<file path="src/rtl/refseq_pkg.sv">
package refseq_pkg;

    typedef enum logic [2:0] {
        CBR_IDLE,
        CBR_PRECH,
        CBR_CASLEAD,
        CBR_RASLOW,
        CBR_DONE
    } cbr_state_t;

    typedef enum logic [1:0] {
        INI_PAUSE,
        INI_CBR,
        INI_RUN
    } init_state_t;

endpackage

</file>
<file path="src/rtl/refseq_interval.sv">
module refseq_interval #(
    parameter int INTERVAL_CYC = 1560
) (
    input  logic clk,
    input  logic rst_n,
    input  logic enable,
    output logic tick
);
    localparam int TW = $clog2(INTERVAL_CYC + 1);

    logic [TW-1:0] count;
    logic          at_end;

    assign at_end = (count == TW'(INTERVAL_CYC - 1));

    always_ff @(posedge clk) begin
        if (!rst_n) begin
            count <= '0;
        end else if (enable) begin
            if (at_end) begin
                count <= '0;
            end else begin
                count <= count + 1'b1;
            end
        end
    end

    assign tick = enable && at_end;

endmodule

</file>
<file path="src/rtl/refseq_owed.sv">
module refseq_owed #(
    parameter int OWED_MAX = 8,
    localparam int OW = $clog2(OWED_MAX + 1)
) (
    input  logic          clk,
    input  logic          rst_n,
    input  logic          add,
    input  logic          take,
    output logic [OW-1:0] owed,
    output logic          saturated
);
    logic at_max;

    assign at_max = (owed == OW'(OWED_MAX));

    always_ff @(posedge clk) begin
        if (!rst_n) begin
            owed <= '0;
        end else begin
            unique case ({add, take})
                2'b10: if (!at_max) owed <= owed + 1'b1;
                2'b01: if (owed != '0) owed <= owed - 1'b1;
                default: owed <= owed;
            endcase
        end
    end

    always_ff @(posedge clk) begin
        if (!rst_n) begin
            saturated <= 1'b0;
        end else if (at_max) begin
            saturated <= 1'b1;
        end
    end

endmodule

</file>
<file path="src/rtl/refseq_cbr.sv">
module refseq_cbr
    import refseq_pkg::*;
#(
    parameter int T_RP  = 4,
    parameter int T_CSR = 1,
    parameter int T_RAS = 6
) (
    input  logic clk,
    input  logic rst_n,
    input  logic want,
    input  logic gnt,
    output logic req,
    output logic ras_n,
    output logic cas_n,
    output logic we_n,
    output logic done
);
    localparam int MAXT = (T_RP > T_CSR) ? ((T_RP > T_RAS) ? T_RP : T_RAS)
                                         : ((T_CSR > T_RAS) ? T_CSR : T_RAS);
    localparam int CW = $clog2(MAXT + 1);

    cbr_state_t    state;
    cbr_state_t    nxt;
    logic [CW-1:0] cnt;

    function automatic logic [CW-1:0] phase_len(cbr_state_t s);
        case (s)
            CBR_PRECH:   return CW'(T_RP - 1);
            CBR_CASLEAD: return CW'(T_CSR - 1);
            CBR_RASLOW:  return CW'(T_RAS - 1);
            default:     return '0;
        endcase
    endfunction

    // state register and phase counter
    always_ff @(posedge clk) begin
        if (!rst_n) begin
            state <= CBR_IDLE;
            cnt   <= '0;
        end else begin
            state <= nxt;
            if (nxt != state) begin
                cnt <= phase_len(nxt);
            end else if (cnt != '0) begin
                cnt <= cnt - 1'b1;
            end
        end
    end

    // next state
    always_comb begin
        nxt = state;
        unique case (state)
            CBR_IDLE:    if (want && gnt) nxt = CBR_PRECH;
            CBR_PRECH:   if (cnt == '0) nxt = CBR_CASLEAD;
            CBR_CASLEAD: if (cnt == '0) nxt = CBR_RASLOW;
            CBR_RASLOW:  if (cnt == '0) nxt = CBR_DONE;
            CBR_DONE:    nxt = CBR_IDLE;
            default:     nxt = CBR_IDLE;
        endcase
    end

    // outputs
    always_comb begin
        req   = 1'b0;
        ras_n = 1'b1;
        cas_n = 1'b1;
        done  = 1'b0;
        unique case (state)
            CBR_IDLE:    req = want;
            CBR_PRECH:   req = 1'b1;
            CBR_CASLEAD: begin
                req   = 1'b1;
                cas_n = 1'b0;
            end
            CBR_RASLOW:  begin
                req   = 1'b1;
                cas_n = 1'b0;
                ras_n = 1'b0;
            end
            CBR_DONE:    done = 1'b1;
            default:     req = 1'b0;
        endcase
    end

    assign we_n = 1'b1;

endmodule

</file>
<file path="src/rtl/dram_refresh_seq.sv">
module dram_refresh_seq
    import refseq_pkg::*;
#(
    parameter int PAUSE_CYC    = 20000,
    parameter int INTERVAL_CYC = 1560,
    parameter int INIT_CYCLES  = 8,
    parameter int OWED_MAX     = 8,
    parameter int T_RP         = 4,
    parameter int T_CSR        = 1,
    parameter int T_RAS        = 6
) (
    input  logic clk,
    input  logic rst_n,
    input  logic refresh_gnt,
    input  logic host_req,
    output logic refresh_req,
    output logic ram_ras_n,
    output logic ram_cas_n,
    output logic ram_we_n,
    output logic init_done,
    output logic host_ok,
    output logic owed_sat
);
    localparam int PW = $clog2(PAUSE_CYC + 1);
    localparam int IW = $clog2(INIT_CYCLES + 1);
    localparam int OW = $clog2(OWED_MAX + 1);

    init_state_t   ist;
    init_state_t   ist_nxt;
    logic [PW-1:0] pause_cnt;
    logic [IW-1:0] init_left;
    logic [OW-1:0] owed_cnt;
    logic          cbr_done;
    logic          cbr_want;
    logic          tick;
    logic          run_phase;

    assign run_phase = (ist == INI_RUN);

    // init state register with its counters
    always_ff @(posedge clk) begin
        if (!rst_n) begin
            ist       <= INI_PAUSE;
            pause_cnt <= '0;
            init_left <= IW'(INIT_CYCLES);
        end else begin
            ist <= ist_nxt;
            if (ist == INI_PAUSE) begin
                pause_cnt <= pause_cnt + 1'b1;
            end
            if (ist == INI_CBR && cbr_done && init_left != '0) begin
                init_left <= init_left - 1'b1;
            end
        end
    end

    // init next state
    always_comb begin
        ist_nxt = ist;
        unique case (ist)
            INI_PAUSE: if (pause_cnt == PW'(PAUSE_CYC - 1)) ist_nxt = INI_CBR;
            INI_CBR:   if (init_left == '0) ist_nxt = INI_RUN;
            INI_RUN:   ist_nxt = INI_RUN;
            default:   ist_nxt = INI_PAUSE;
        endcase
    end

    // init outputs
    always_comb begin
        cbr_want  = 1'b0;
        init_done = 1'b0;
        unique case (ist)
            INI_PAUSE: cbr_want = 1'b0;
            INI_CBR:   cbr_want = (init_left != '0);
            INI_RUN:   begin
                init_done = 1'b1;
                cbr_want  = (owed_cnt != '0);
            end
            default:   cbr_want = 1'b0;
        endcase
    end

    assign host_ok = host_req && init_done;

    refseq_interval #(
        .INTERVAL_CYC(INTERVAL_CYC)
    ) u_timer (
        .clk    (clk),
        .rst_n  (rst_n),
        .enable (run_phase),
        .tick   (tick)
    );

    refseq_owed #(
        .OWED_MAX(OWED_MAX)
    ) u_owed (
        .clk       (clk),
        .rst_n     (rst_n),
        .add       (tick),
        .take      (cbr_done && run_phase),
        .owed      (owed_cnt),
        .saturated (owed_sat)
    );

    refseq_cbr #(
        .T_RP (T_RP),
        .T_CSR(T_CSR),
        .T_RAS(T_RAS)
    ) u_cbr (
        .clk   (clk),
        .rst_n (rst_n),
        .want  (cbr_want),
        .gnt   (refresh_gnt),
        .req   (refresh_req),
        .ras_n (ram_ras_n),
        .cas_n (ram_cas_n),
        .we_n  (ram_we_n),
        .done  (cbr_done)
    );

endmodule

</file>
<file path="config.mk">
export PLATFORM = sky130hd
export DESIGN_NAME = dram_refresh_seq
export DESIGN_NICKNAME = d
export VERILOG_FILES = /design/src/rtl/refseq_pkg.sv /design/src/rtl/refseq_interval.sv /design/src/rtl/refseq_owed.sv /design/src/rtl/refseq_cbr.sv /design/src/rtl/dram_refresh_seq.sv
export SDC_FILE = /design/constraint.sdc
export NUM_CORES = 1
export LEC_CHECK = 0
export BUFFER_PORTS_ARGS = -buffer_cell sky130_fd_sc_hd__buf_2
export CORE_UTILIZATION = 63
export CTS_CLUSTER_DIAMETER = 150
export DETAILED_ROUTE_END_ITERATION = 6
export HOLD_SLACK_MARGIN = 0.02
export PLACE_DENSITY = 0.81
export RECOVER_POWER = 50
export SLEW_MARGIN = 20
export SYNTH_ARGS = -nofsm -noshare
export SYNTH_HDL_FRONTEND = slang
export SYNTH_HIERARCHICAL = 1
export SYNTH_SLANG_ARGS = --single-unit
</file>
<file path="constraint.sdc">
create_clock -name clk -period 6.2 [get_ports clk]
set_input_delay 0.93 -clock clk [delete_from_list [all_inputs] [get_ports clk]]
set_output_delay 0.93 -clock clk [all_outputs]
set_load 0.02 [all_outputs]
</file>
==> impl_results.md <==
* Status: finished, final reports clean
* Pins Over Slew Limit at 0
* Register area share after synthesis at 37.5%
* Commonest non-fill, non-tap cell in the layout: dfxtp_1
* Endpoints failing hold at 0
* RSZ-0062 raised after global routing: false
* Max Clock Skew at 0.0122 ns
* Sum Neg Setup Slack at 0 ns
* Max-capacitance violation count at 0
* Final Non-Filler Cells at 310
* Remaining Overflow, GRT at 0
* Pre-antenna DRT Iters at 4
* H-tree Lvls at 2
* Main synth FF type: dfxtp_1
* Worst hold path class: reg2reg
* 1st-iter DRT viols at 103
* CTS Buf Count at 5
* Number of antenna violations at the first check in global routing at 0
* Post-CTS setup buffers at 0
* Die Ht at 62.4 µm
* DIE AREA at 3890 µm²
* Layout cells sized above 1 at 13.3%
* Post_cts resized at 0
* WHS at 0.489 ns
* Antenna cells at 0
* Die X at 62.4 µm
* Area grow syn2layout at 3.76%
* Worst-Margin Slew at 0.774 ns
* Initial core utilization at 67.3%
* CTS Hold Bufs at 0
* Vias at 1767
* Crit path DAT at 2.10 ns
* Tmin final at 3.03 ns
* CP startpoint kind: register
* WS Path Type: reg2out
* FF+latch count, synth at 43
* Largest family of logic cells by synthesized area: simple AND/OR/NAND/NOR gates
* Cells taking the most area after synthesis: dfxtp_1 37%, xnor2_1 5.0%, ha_1 4.9%
* Synth Area in Simple Gates at 30.7%
* Largest net degree at the start of global routing at 19
* Synthesized netlist cell count at 254
* # fillers at 281
* CTS clk-pin slew, worst paths at 0.12 ns
* LEAKAGE at 0.827 nW
* Final Wtd Congestion at 0.752
* Antenna-violating nets left at 0
* Setup-failing EPs final at 0
* Post-Place Cells at 302
* Synth Warn # at 6
* Synth cell types at 62
* Synth Cell Area at 2300 µm²
* Wire per inst at 13.0 µm
* Syn Area/Cell at 9.05 µm²
* Async S/R FF share, synth at 0%
* Site row count at 21
* Most frequent cells in the layout: 43 x dfxtp_1, 27 x nor2_1, 20 x nand2_1
* FMAX at 0.330 GHz
* WL final at 4.02 mm
* Deepest clock path buffer count at 2
* Post-synthesis xor/xnor area fraction at 8.76%
* Area leader, netlist: dfxtp_1
* Clk root buf: clkbuf_4
* Total GRT Usage at 24.1%
* Clock tree from TritonCTS: built
* Worst relative slew slack at 48.4%
* Maximum vdd ir drop at 0.000129 V
* Number of port buffers at 9
* TritonCTS Sinks at 43
* P per Cell Area at 211 nW/µm²
* Core area at 3420 µm²
* Share of the synthesized area in the top cell type at 37.5%
* Vias in the first global route at 1724
* HPWL Detailed at 2.88 mm
* Worst Setup End Kind: output pin
* First-pass GRT wire length at 7.51 mm
* Post-synth EDFFs at 0
* Post-synthesis mux area share at 2.67%
* Setup slack, reg-to-reg at 3.40 ns
* CP Data Required Time at 5.27 ns
* Via/cell ratio at 5.70
* Critical Path Fanout Max at 5
* Fin crit share at 48.9%
* Synth Area in Compound Gates at 11.3%
* Syn Nets at 267
* Adder-cell area share of the yosys netlist at 4.90%
* NumNets Final at 276
* Clock Latency Late Sink at 0.35 ns
* IO Pins at 11
* Post-route DRC at 0
[cell usage after synthesis (2+ instances only)]
master,count
a21boi_0,2
a21oi_1,15
a31oi_1,2
and2_1,6
buf_2,2
buf_4,3
dfxtp_1,43
ha_1,9
inv_1,12
mux2i_1,5
nand2_1,20
nand2b_1,3
nand3_1,5
nand4_1,9
nor2_1,27
nor2_2,2
nor2b_1,2
nor3_1,6
nor4_2,2
nor4_4,2
o211ai_1,2
o21ai_0,6
o31ai_1,4
or3_1,4
or4_1,3
xnor2_1,13
xor2_1,10
[metrics by stage]
stage          setup slack (ns)  area [µm²]  util (%)  power, mW
4_1_cts                    3.17        2410      70.5      0.511
2_1_floorplan              3.63        2300         -      0.364
6_report                   3.17        2380      69.8      0.504
5_1_grt                    2.91        2380      69.8      0.535
3_5_place_dp               3.43        2360      69.1      0.380
3_3_place_gp               3.60        2360      69.1      0.378
[path summary, 6_finish.rpt]
path	start	endpoint	depth (start not counted)
setup / recovery	init_left[0]	refresh_req	8
hold / removal	u_timer/count[10]	u_timer/count[10]	2
setup reg to reg	ist[0]	u_owed/owed[2]	11
hold reg to reg	u_timer/count[10]	u_timer/count[10]	2
[per-layer routing]
metal	GRT usage, %	up-vias	share of wire, %
met5	0	-	0
met4	7.85	0	1.3
met3	6.02	6	2.7
met2	38.9	19	46
met1	31.5	827	50
li1	-	915	-
[critical path, cell delays in order, from the launching register on]
cell	delay, ns
dfxtp_1	0.35
inv_1	0.06
ha_1	0.20
or3b_1	0.23
nand2_1	0.13
a21boi_0	0.43
nor3_1	0.09
nor2_1	0.09
buf_2	0.16
[layout make-up]
cell class | count | area, µm² | area share, %
Multi-Input combinational cell | 190 | 1320 | 55.4
Sequential cell | 43 | 861 | 36.1
Tap cell | 46 | 57.6 | 2.41
Inverter | 14 | 52.6 | 2.20
Clock buffer | 7 | 45.0 | 1.89
Timing Repair Buffer | 9 | 42.5 | 1.78
Clock inverter | 1 | 5.00 | 0.210
[report_power, final]
group / internal, mW / leakage (nW) / switching (mW) / total [mW]
Clock: 0.0443 / 0.0293 / 0.0869 / 0.131
Combinational: 0.0328 / 0.450 / 0.0460 / 0.0788
Sequential: 0.287 / 0.348 / 0.00663 / 0.294
[sequential cells by signal, summed over array words and instances, names as in the netlist]
signal	cells
ist	2
u_cbr/cnt	3
u_owed/saturated	1
pause_cnt	15
u_cbr/state	3
init_left	4
u_owed/owed	4
u_timer/count	11
[logic make-up (layout without fill, tap and decap cells)]
logic type      after synthesis  in the layout
buf+inv                      21             31
other cells                   1              1
fa+ha+maj                     9              9
simple gates                112            112
mux                           6              6
xor+xnor                     23             23
flops                        43             43
compound gates               39             39
Note: power is estimated with default switching activity, not from simulation.
